## config.mk

```make
export PLATFORM = sky130hd
export DESIGN_NAME = stall_watchdog
export DESIGN_NICKNAME = d
export VERILOG_FILES = /design/src/rtl/wd_pkg.sv /design/src/rtl/wd_control.sv /design/src/rtl/wd_datapath.sv /design/src/rtl/stall_watchdog.sv
export SDC_FILE = /design/constraint.sdc
export NUM_CORES = 1
export LEC_CHECK = 0
export BUFFER_PORTS_ARGS = -buffer_cell sky130_fd_sc_hd__buf_2
export CAP_MARGIN = 20
export CORE_MARGIN = 8
export CORE_UTILIZATION = 45
export CTS_BUF_LIST = sky130_fd_sc_hd__clkbuf_4
export DETAILED_ROUTE_END_ITERATION = 10
export PLACE_DENSITY = 0.68
export SLEW_MARGIN = 5
export SYNTH_ARGS = -nofsm -noshare
export SYNTH_HDL_FRONTEND = slang
export SYNTH_HIERARCHICAL = 1
export SYNTH_SLANG_ARGS = --single-unit
```

## constraint.sdc

```tcl
create_clock -name clk -period 3.58 [get_ports clk]
set_input_delay 0.179 -clock clk [delete_from_list [all_inputs] [get_ports clk]]
set_output_delay 0.179 -clock clk [all_outputs]
set_load 0.05 [all_outputs]
```

## src/rtl/wd_pkg.sv

```systemverilog
package wd_pkg;
  // Register selects
  localparam logic [1:0] SEL_STATUS = 2'd0;
  localparam logic [1:0] SEL_CTL1   = 2'd1;
  localparam logic [1:0] SEL_CTL2   = 2'd2;

  // Control 1 fields
  localparam int BUSY_EN_BIT  = 0;
  localparam int IDLE_EN_BIT  = 1;
  localparam int BUSY_LIM_LO  = 2;
  localparam int BUSY_LIM_HI  = 15;
  localparam int IDLE_LIM_LO  = 16;
  localparam int IDLE_LIM_HI  = 31;

  // Control 2 fields
  localparam int RST_EN_BIT   = 1;
  localparam int IRQ_EN_BIT   = 2;

  // Status fields
  localparam int HANG_BIT     = 3;
  localparam int SNAP_LO      = 4;

  // Cause codes
  localparam logic [2:0] CAUSE_BUSY = 3'b001;
  localparam logic [2:0] CAUSE_IDLE = 3'b010;

  // Control-to-datapath strobes
  typedef struct packed {
    logic restart;
    logic capture;
    logic captureBusy;
    logic clearHang;
  } wd_strobe_t;
endpackage

```

## src/rtl/wd_control.sv

```systemverilog
module wd_control
  import wd_pkg::*;
#(
  parameter int TICK_LOG2 = 15,
  parameter int REG_W     = 32
) (
  input  logic             clk,
  input  logic             rstN,
  input  logic [1:0]       regSel,
  input  logic             regWr,
  input  logic             regRd,
  input  logic [REG_W-1:0] regWdata,
  input  logic             busy,
  input  logic             hangQ,
  output logic [REG_W-1:0] ctl1Q,
  output logic [REG_W-1:0] ctl2Q,
  output wd_strobe_t       strobe
);
  localparam int CNT_W  = IDLE_LIM_HI - IDLE_LIM_LO + 1;
  localparam int BLIM_W = BUSY_LIM_HI - BUSY_LIM_LO + 1;

  logic [TICK_LOG2-1:0] preQ;
  logic [CNT_W-1:0]     cntQ;
  logic                 busyQ;

  logic             ctl1Hit, ctl2Hit, statusRead, statusWrite, modeChange;
  logic             restart, modeOn, active, tick, expire;
  logic [CNT_W-1:0] limit;

  always_comb begin
    ctl1Hit     = regWr && (regSel == SEL_CTL1);
    ctl2Hit     = regWr && (regSel == SEL_CTL2);
    statusWrite = regWr && (regSel == SEL_STATUS);
    statusRead  = regRd && (regSel == SEL_STATUS);
    modeChange  = busy != busyQ;
    restart     = ctl1Hit || statusRead || modeChange;
    modeOn      = busy ? ctl1Q[BUSY_EN_BIT] : ctl1Q[IDLE_EN_BIT];
    limit       = busy ? {{(CNT_W-BLIM_W){1'b0}}, ctl1Q[BUSY_LIM_HI:BUSY_LIM_LO]}
                       : ctl1Q[IDLE_LIM_HI:IDLE_LIM_LO];
    active      = modeOn && (limit != '0) && !hangQ;
    tick        = active && (preQ == '1);
    expire      = tick && (cntQ == limit - {{(CNT_W-1){1'b0}}, 1'b1});
  end

  always_comb begin
    strobe.restart     = restart;
    strobe.capture     = expire && !restart;
    strobe.captureBusy = busy;
    strobe.clearHang   = statusWrite && !regWdata[HANG_BIT];
  end

  always_ff @(posedge clk or negedge rstN) begin
    if (!rstN) begin
      ctl1Q <= '0;
      ctl2Q <= '0;
      busyQ <= 1'b0;
    end else begin
      busyQ <= busy;
      if (ctl1Hit) ctl1Q <= regWdata;
      if (ctl2Hit) ctl2Q <= regWdata;
    end
  end

  always_ff @(posedge clk or negedge rstN) begin
    if (!rstN) begin
      preQ <= '0;
      cntQ <= '0;
    end else if (restart || expire) begin
      preQ <= '0;
      cntQ <= '0;
    end else if (active) begin
      preQ <= preQ + 1'b1;
      if (tick) cntQ <= cntQ + 1'b1;
    end
  end


  cnt_bound_chk: assert property (@(posedge clk) disable iff (!rstN)
    active |-> (cntQ < limit));


  restart_zero_chk: assert property (@(posedge clk) disable iff (!rstN)
    restart |=> (cntQ == '0) && (preQ == '0));


  frozen_in_hang_chk: assert property (@(posedge clk) disable iff (!rstN)
    (hangQ && !restart) |=> $stable(cntQ) && $stable(preQ));
endmodule

```

## src/rtl/wd_datapath.sv

```systemverilog
module wd_datapath
  import wd_pkg::*;
#(
  parameter int NUM_SM = 7,
  parameter int SM_W   = 4,
  parameter int REG_W  = 32
) (
  input  logic                   clk,
  input  logic                   rstN,
  input  wd_strobe_t             strobe,
  input  logic [NUM_SM*SM_W-1:0] smState,
  input  logic [REG_W-1:0]       ctl1Q,
  input  logic [REG_W-1:0]       ctl2Q,
  input  logic [1:0]             regSel,
  output logic [REG_W-1:0]       regRdata,
  output logic                   hangQ,
  output logic                   irqOut,
  output logic                   resetReq
);
  localparam int SNAP_W = NUM_SM * SM_W;

  logic [2:0]        causeQ;
  logic [SNAP_W-1:0] snapQ;
  logic              pulseQ;
  logic [REG_W-1:0]  statusWord;

  always_ff @(posedge clk or negedge rstN) begin
    if (!rstN) begin
      hangQ  <= 1'b0;
      causeQ <= '0;
      pulseQ <= 1'b0;
    end else begin
      pulseQ <= strobe.capture && ctl2Q[RST_EN_BIT];
      if (strobe.capture) begin
        hangQ  <= 1'b1;
        causeQ <= strobe.captureBusy ? CAUSE_BUSY : CAUSE_IDLE;
      end else if (strobe.clearHang) begin
        hangQ  <= 1'b0;
        causeQ <= '0;
      end
    end
  end

  for (genvar i = 0; i < NUM_SM; i++) begin : g_snap
    always_ff @(posedge clk or negedge rstN) begin
      if (!rstN)                 snapQ[i*SM_W +: SM_W] <= '0;
      else if (strobe.capture)   snapQ[i*SM_W +: SM_W] <= smState[i*SM_W +: SM_W];
      else if (strobe.clearHang) snapQ[i*SM_W +: SM_W] <= '0;
    end
  end

  always_comb begin
    statusWord = '0;
    statusWord[2:0]                    = causeQ;
    statusWord[HANG_BIT]               = hangQ;
    statusWord[SNAP_LO +: SNAP_W]      = snapQ;
    unique case (regSel)
      SEL_STATUS: regRdata = statusWord;
      SEL_CTL1:   regRdata = ctl1Q;
      SEL_CTL2:   regRdata = ctl2Q;
      default:    regRdata = '0;
    endcase
    irqOut   = hangQ && ctl2Q[IRQ_EN_BIT];
    resetReq = pulseQ;
  end


  snap_hold_chk: assert property (@(posedge clk) disable iff (!rstN)
    (hangQ && !strobe.clearHang) |=> hangQ && $stable(snapQ) && $stable(causeQ));


  clear_hang_chk: assert property (@(posedge clk) disable iff (!rstN)
    (strobe.clearHang && !strobe.capture) |=> !hangQ);


  reset_single_chk: assert property (@(posedge clk) disable iff (!rstN)
    resetReq |=> !resetReq);


  capture_sets_hang_chk: assert property (@(posedge clk) disable iff (!rstN)
    strobe.capture |=> hangQ && (causeQ != '0));
endmodule

```

## src/rtl/stall_watchdog.sv

```systemverilog
module stall_watchdog
  import wd_pkg::*;
#(
  parameter int TICK_LOG2 = 15,
  parameter int NUM_SM    = 7,
  parameter int SM_W      = 4,
  parameter int REG_W     = 32
) (
  input  logic                   clk,
  input  logic                   rstN,
  input  logic [1:0]             regSel,
  input  logic                   regWr,
  input  logic                   regRd,
  input  logic [REG_W-1:0]       regWdata,
  output logic [REG_W-1:0]       regRdata,
  input  logic                   busy,
  input  logic [NUM_SM*SM_W-1:0] smState,
  output logic                   irqOut,
  output logic                   resetReq
);
  wd_strobe_t       strobe;
  logic [REG_W-1:0] ctl1Q, ctl2Q;
  logic             hangQ;

  wd_control #(.TICK_LOG2(TICK_LOG2), .REG_W(REG_W)) u_control (
    .clk(clk), .rstN(rstN), .regSel(regSel), .regWr(regWr), .regRd(regRd),
    .regWdata(regWdata), .busy(busy), .hangQ(hangQ),
    .ctl1Q(ctl1Q), .ctl2Q(ctl2Q), .strobe(strobe)
  );

  wd_datapath #(.NUM_SM(NUM_SM), .SM_W(SM_W), .REG_W(REG_W)) u_datapath (
    .clk(clk), .rstN(rstN), .strobe(strobe), .smState(smState),
    .ctl1Q(ctl1Q), .ctl2Q(ctl2Q), .regSel(regSel), .regRdata(regRdata),
    .hangQ(hangQ), .irqOut(irqOut), .resetReq(resetReq)
  );
endmodule

```

# [Word-level counts from Yosys, hierarchy flattened]
# Index checks and enable logic that the tools add are counted.
[totals] ff_bits=129 output_inout_bits=34 in_bits=67 word_cells=68
[classes] n_mux=21 addsub=3 n_eq_ne=5 reduce_logical=24
[ops] operator="one-hot mux 32 bit (3 select lines)" count=1
[ops] operator="2-to-1 mux 16 bit" count=4
[ops] operator="2-to-1 mux 4 bit" count=8
[ops] operator="2-to-1 mux 15 bit" count=2
[ops] operator="adder 16 x 1 -> 16 bit, second input constant" count=1
[ops] operator="equality test 16 bit" count=1
[ops] operator="nonzero test 16 bit" count=1
[ops] operator="subtractor 16 x 1 -> 16 bit, second input constant" count=1
[ops] operator="adder 15 x 1 -> 15 bit, second input constant" count=1
[ops] operator="equality test 15 bit, second input constant" count=1
[ops] operator="logical AND 1 bit" count=12
[ops] operator="2-to-1 mux 3 bit" count=2
[ops] operator="nonzero test 2 bit" count=3
[ops] operator="zero test 1 bit" count=3
[ops] operator="logical OR 1 bit" count=3
[ops] operator="2-to-1 mux 1 bit" count=3
[ops] operator="equality test 2 x 1 -> 1 bit, second input constant" count=1
[ops] operator="equality test 2 bit, second input constant" count=1
[ops] operator="zero test 2 bit" count=1
[ops] operator="2-to-1 mux 2 bit" count=1
[ops] operator="AND reduction 2 bit" count=1
[ops] operator="inequality test 1 bit" count=1

# [Logic depth before layout (Yosys ltp)]
[depth] depth_word=9 ltp_mapped=16 ltp_nobuf=10

# [Hierarchy]
# Netlist, hierarchy kept.
[modules_own_cells] module="wd_control" area_per_inst_um2=4909.7 seq_area_each_um2=2402.3 cells_per_inst=420 n_inst=1
[modules_own_cells] module="wd_datapath" area_per_inst_um2=2103.3 seq_area_each_um2=800.8 cells_per_inst=211 n_inst=1

# [Least setup slack after synthesis]
# Ideal clock, no wire load.
[synth_path] path_kind="input-to-reg" start="input busy" end="register u_datapath.snapQ[11]" setup_ns=0.083 path_buffers=6 t_required_ns=3.497 cell_stages=16 slack_ns=-0.222 t_arrival_ns=3.719 path_cell_list="buf_2 -> buf_4 -> buf_4 -> buf_2 -> mux2i_1 -> ha_1 -> nor4bb_1 -> nor2_1 -> nor3b_1 -> xor2_1 -> or4_4 -> nor4_1 -> buf_2 -> buf_4 -> nand2_1 -> o21ai_0"
[synth_rtl] item="start, declared" line="stall_watchdog.sv:16" text="input logic busy,"
[synth_rtl] item="end signal, assigned by index" line="wd_datapath.sv:47" text="else if (strobe.capture) snapQ[i*SM_W +: SM_W] <= smState[i*SM_W +: SM_W];"
[synth_rtl] item="end, declared" line="wd_datapath.sv:23" text="logic [SNAP_W-1:0] snapQ;"

==> out/results.md <==
| Item | Value |
|---|---|
| Number of nets in the layout | 865 |
| Worst hold path type | in -> async |
| Critical path peak fanout | 29 |
| Reg-to-reg slack, setup | 0.29 ns |
| Average cell area after synthesis | 11.1 µm² |
| Clock Tree Root | sky130_fd_sc_hd__clkbuf_4 |
| Average routed wire per standard cell | 19.2 µm |
| Detail-routed via count per cell | 5.61 |
| First-pass GRT wire length | 31300 µm |
| Setup violations, final | 0 |
| GPL Wtd Cong | 0.939 |
| Number of placed cells counting well taps | 901 |
| Fill cell count | 1284 |
| TritonCTS clock tree | yes |
| Detailed router's first-iteration violation count | 272 |
| Total Routed Length | 19100 µm |
| Clock period minus worst slack | 3.39 ns |
| CP max stage delay | 0.67 ns |
| Status | finished, final reports clean |
| Count of input and output buffers | 100 |
| Critical Path Start | busy |
| Effective utilization at floorplan | 46.1% |
| FF-to-FF path depth | 10 |
| H-tree levels | 4 |
| DR pass1 iterations | 7 |
| Clock latency on the worst-skew pair | 0.55 ns |
| Leakage | 3.84 nW |
| Worst slew slack as a fraction of its limit | 47.7% |
| Die height | 141 µm |
| # Max-Cap Violations | 0 |
| I/O pin count | 101 |
| Final standard cell count with taps included and fillers excluded | 994 |
| WP buf/inv | 4 |
| Initial antenna violation count | 1 |
| Proportion of layout cells with a drive suffix above 1 | 29.3% |
| Critical path's top delay family | simple AND/OR/NAND/NOR gates |
| Vias in the first global route | 5992 |
| Die X-Extent | 141 µm |
| Final Hold Viols | 0 |
| Cell with the largest stage delay on the worst path | sky130_fd_sc_hd__or4b_2 |
| Vias | 5577 |
| Placement Rows | 45 |
| WP depth | 12 |
| Data required time at the worst endpoint | 3.99 ns |
| Sum of negative setup slack | 0 ns |
| Type of destination of the critical path | flip-flop |
| Post-CTS clock slew at the launch and capture registers of the worst setup and hold paths | 0.11 ns |
| Number of antenna-violating nets in the routed design | 0 |
| IR drop worst, VDD | 0.244 mV |
| Transition at the pin with the smallest max-transition slack | 0.783 ns |
| Die area | 19800 µm² |
| Area growth from synthesis to final layout | 23.1% |
| Clock tree sinks | 128 |
| Worst reg2reg endpoint | u_datapath/snapQ[24] |
| Maximum buffer depth of the clock tree | 2 |
| Max Slew Vio Count | 0 |
| Maximum number of pins on one net before global-route repair | 72 |
| DP HPWL | 13300 µm |
| Core footprint | 15200 µm² |
| Largest clock skew in the final design | 0.0167 ns |
| Critical path arrival | 3.80 ns |
| Power density of the placed cells | 426 nW/µm² |
| Overall track demand over capacity in global routing | 19.9% |
| Area of the mapped netlist | 7010 µm² |
| Chain of cells forming the critical path | dlygate4sd3_1 > buf_2 > buf_12 > or4b_2 > a22oi_1 > nand2_1 > nor4_1 > o221ai_1 > nor4_4 > buf_6 > nand2b_1 > o21ai_0 |
| Syn_nets | 701 |
| Inserted Clock Buffers | 17 |
| Launch instance of the worst register-to-register path | u_control/ctl1Q[2] |
| Unrepaired setup endpoints after global routing | no |
| Setup crit end | u_datapath/snapQ[24] |
| Startpoint types | input pin |
| Yosys warnings | 6 |
| Residual overflow from global routing | 0 |
| Highest Clock Rate | 295 MHz |
| Number of standard cells after synthesis | 630 |
| Critical path type | in -> reg |
| Post-detailed-route DRC marker count | 0 |
| Period utilization | 94.7% |
layer usage:
layer	global-route usage [%]	share of wire, %	vias up
li1	-	-	2614
met1	24.2	44	2771
met2	33.6	49	163
met3	5.50	5.2	29
met4	6.22	1.9	0
met5	0	0	-
registers in the layout, summed over array words and instances (netlist names):
name and flops:
u_control/busyQ 1, u_control/ctl2Q 32, u_datapath/resetReq 1, u_datapath/snapQ 28, u_control/ctl1Q 32, u_control/preQ 15, u_datapath/hangQ 1, u_datapath/causeQ 2
u_control/cntQ 16
timing repair:
action,in CTS,in global routing
hold buffers,62,0
gates resized for setup,0,3
endpoints found under the hold margin,152,0
setup endpoints to repair,0,20
setup buffers,0,0
cell type report:
class | count | area [µm²] | share of cell area (%)
Antenna cell | 1 | 2.50 | 0.0290
Tap cell | 188 | 235 | 2.73
Clock buffer | 17 | 128 | 1.48
Timing Repair Buffer | 182 | 1310 | 15.2
Clock inverter | 13 | 148 | 1.71
Sequential cell | 128 | 3200 | 37.1
Inverter | 4 | 15.0 | 0.174
Multi-Input combinational cell | 461 | 3580 | 41.6
per-stage QoR:
step	util, %	setup WS, ns	hold WS [ns]	power (mW)	area, µm²
floorplan	-	0.0126	-0.117	2.35	7020
global placement	50.7	0.300	0.284	2.61	7710
detailed placement	50.7	0.177	0.299	2.64	7710
CTS	56.6	0.255	0.222	3.69	8600
global route	56.7	0.0196	0.241	3.84	8620
finish	56.7	0.189	0.212	3.67	8620
report_power, final:
| part | switching, mW | internal, mW | total, mW |
|---|---|---|---|
| sequential | 0.144 | 1.59 | 1.73 |
| clock | 0.534 | 0.466 | 0.999 |
| combinational | 0.539 | 0.404 | 0.943 |
| total | 1.22 | 2.46 | 3.67 |
worst reg2reg max path, cell delays in order, from the launching register on:
cell	delay [ns]
sky130_fd_sc_hd__dfrtp_1	0.45
sky130_fd_sc_hd__or4b_1	0.60
sky130_fd_sc_hd__a222oi_1	0.31
sky130_fd_sc_hd__buf_4	0.20
sky130_fd_sc_hd__o21ai_0	0.12
sky130_fd_sc_hd__xnor2_1	0.34
sky130_fd_sc_hd__nand3_1	0.23
sky130_fd_sc_hd__nor4_4	0.36
sky130_fd_sc_hd__buf_6	0.29
sky130_fd_sc_hd__nand2b_1	0.15
sky130_fd_sc_hd__o21ai_0	0.09
worst min-delay path by stage:
stage	startpoint	to	cells after the start
after floorplan	rstN	u_control/busyQ	0
after global placement	rstN	u_control/ctl2Q[24]	1
after detailed placement	rstN	u_control/ctl2Q[24]	1
after CTS	rstN	u_control/ctl1Q[27]	2
after global routing	rstN	u_control/ctl2Q[30]	2
final	rstN	u_control/ctl2Q[30]	2
layout by cell type (no fill, tap or decap), types with 17 or more instances in the layout:
cell                              n
sky130_fd_sc_hd__nand2b_1        31
sky130_fd_sc_hd__o21ai_0         32
sky130_fd_sc_hd__dlygate4sd3_1   62
sky130_fd_sc_hd__xor2_1          32
sky130_fd_sc_hd__mux2_2          65
sky130_fd_sc_hd__clkbuf_4        17
sky130_fd_sc_hd__nand2_1         44
sky130_fd_sc_hd__xnor2_1         22
sky130_fd_sc_hd__mux2i_1         47
sky130_fd_sc_hd__dfrtp_1        128
sky130_fd_sc_hd__nor2_1          34
sky130_fd_sc_hd__buf_2           99
sky130_fd_sc_hd__o2bb2ai_1       23
sky130_fd_sc_hd__buf_4           17
Power figures use the tool's default switching activity.
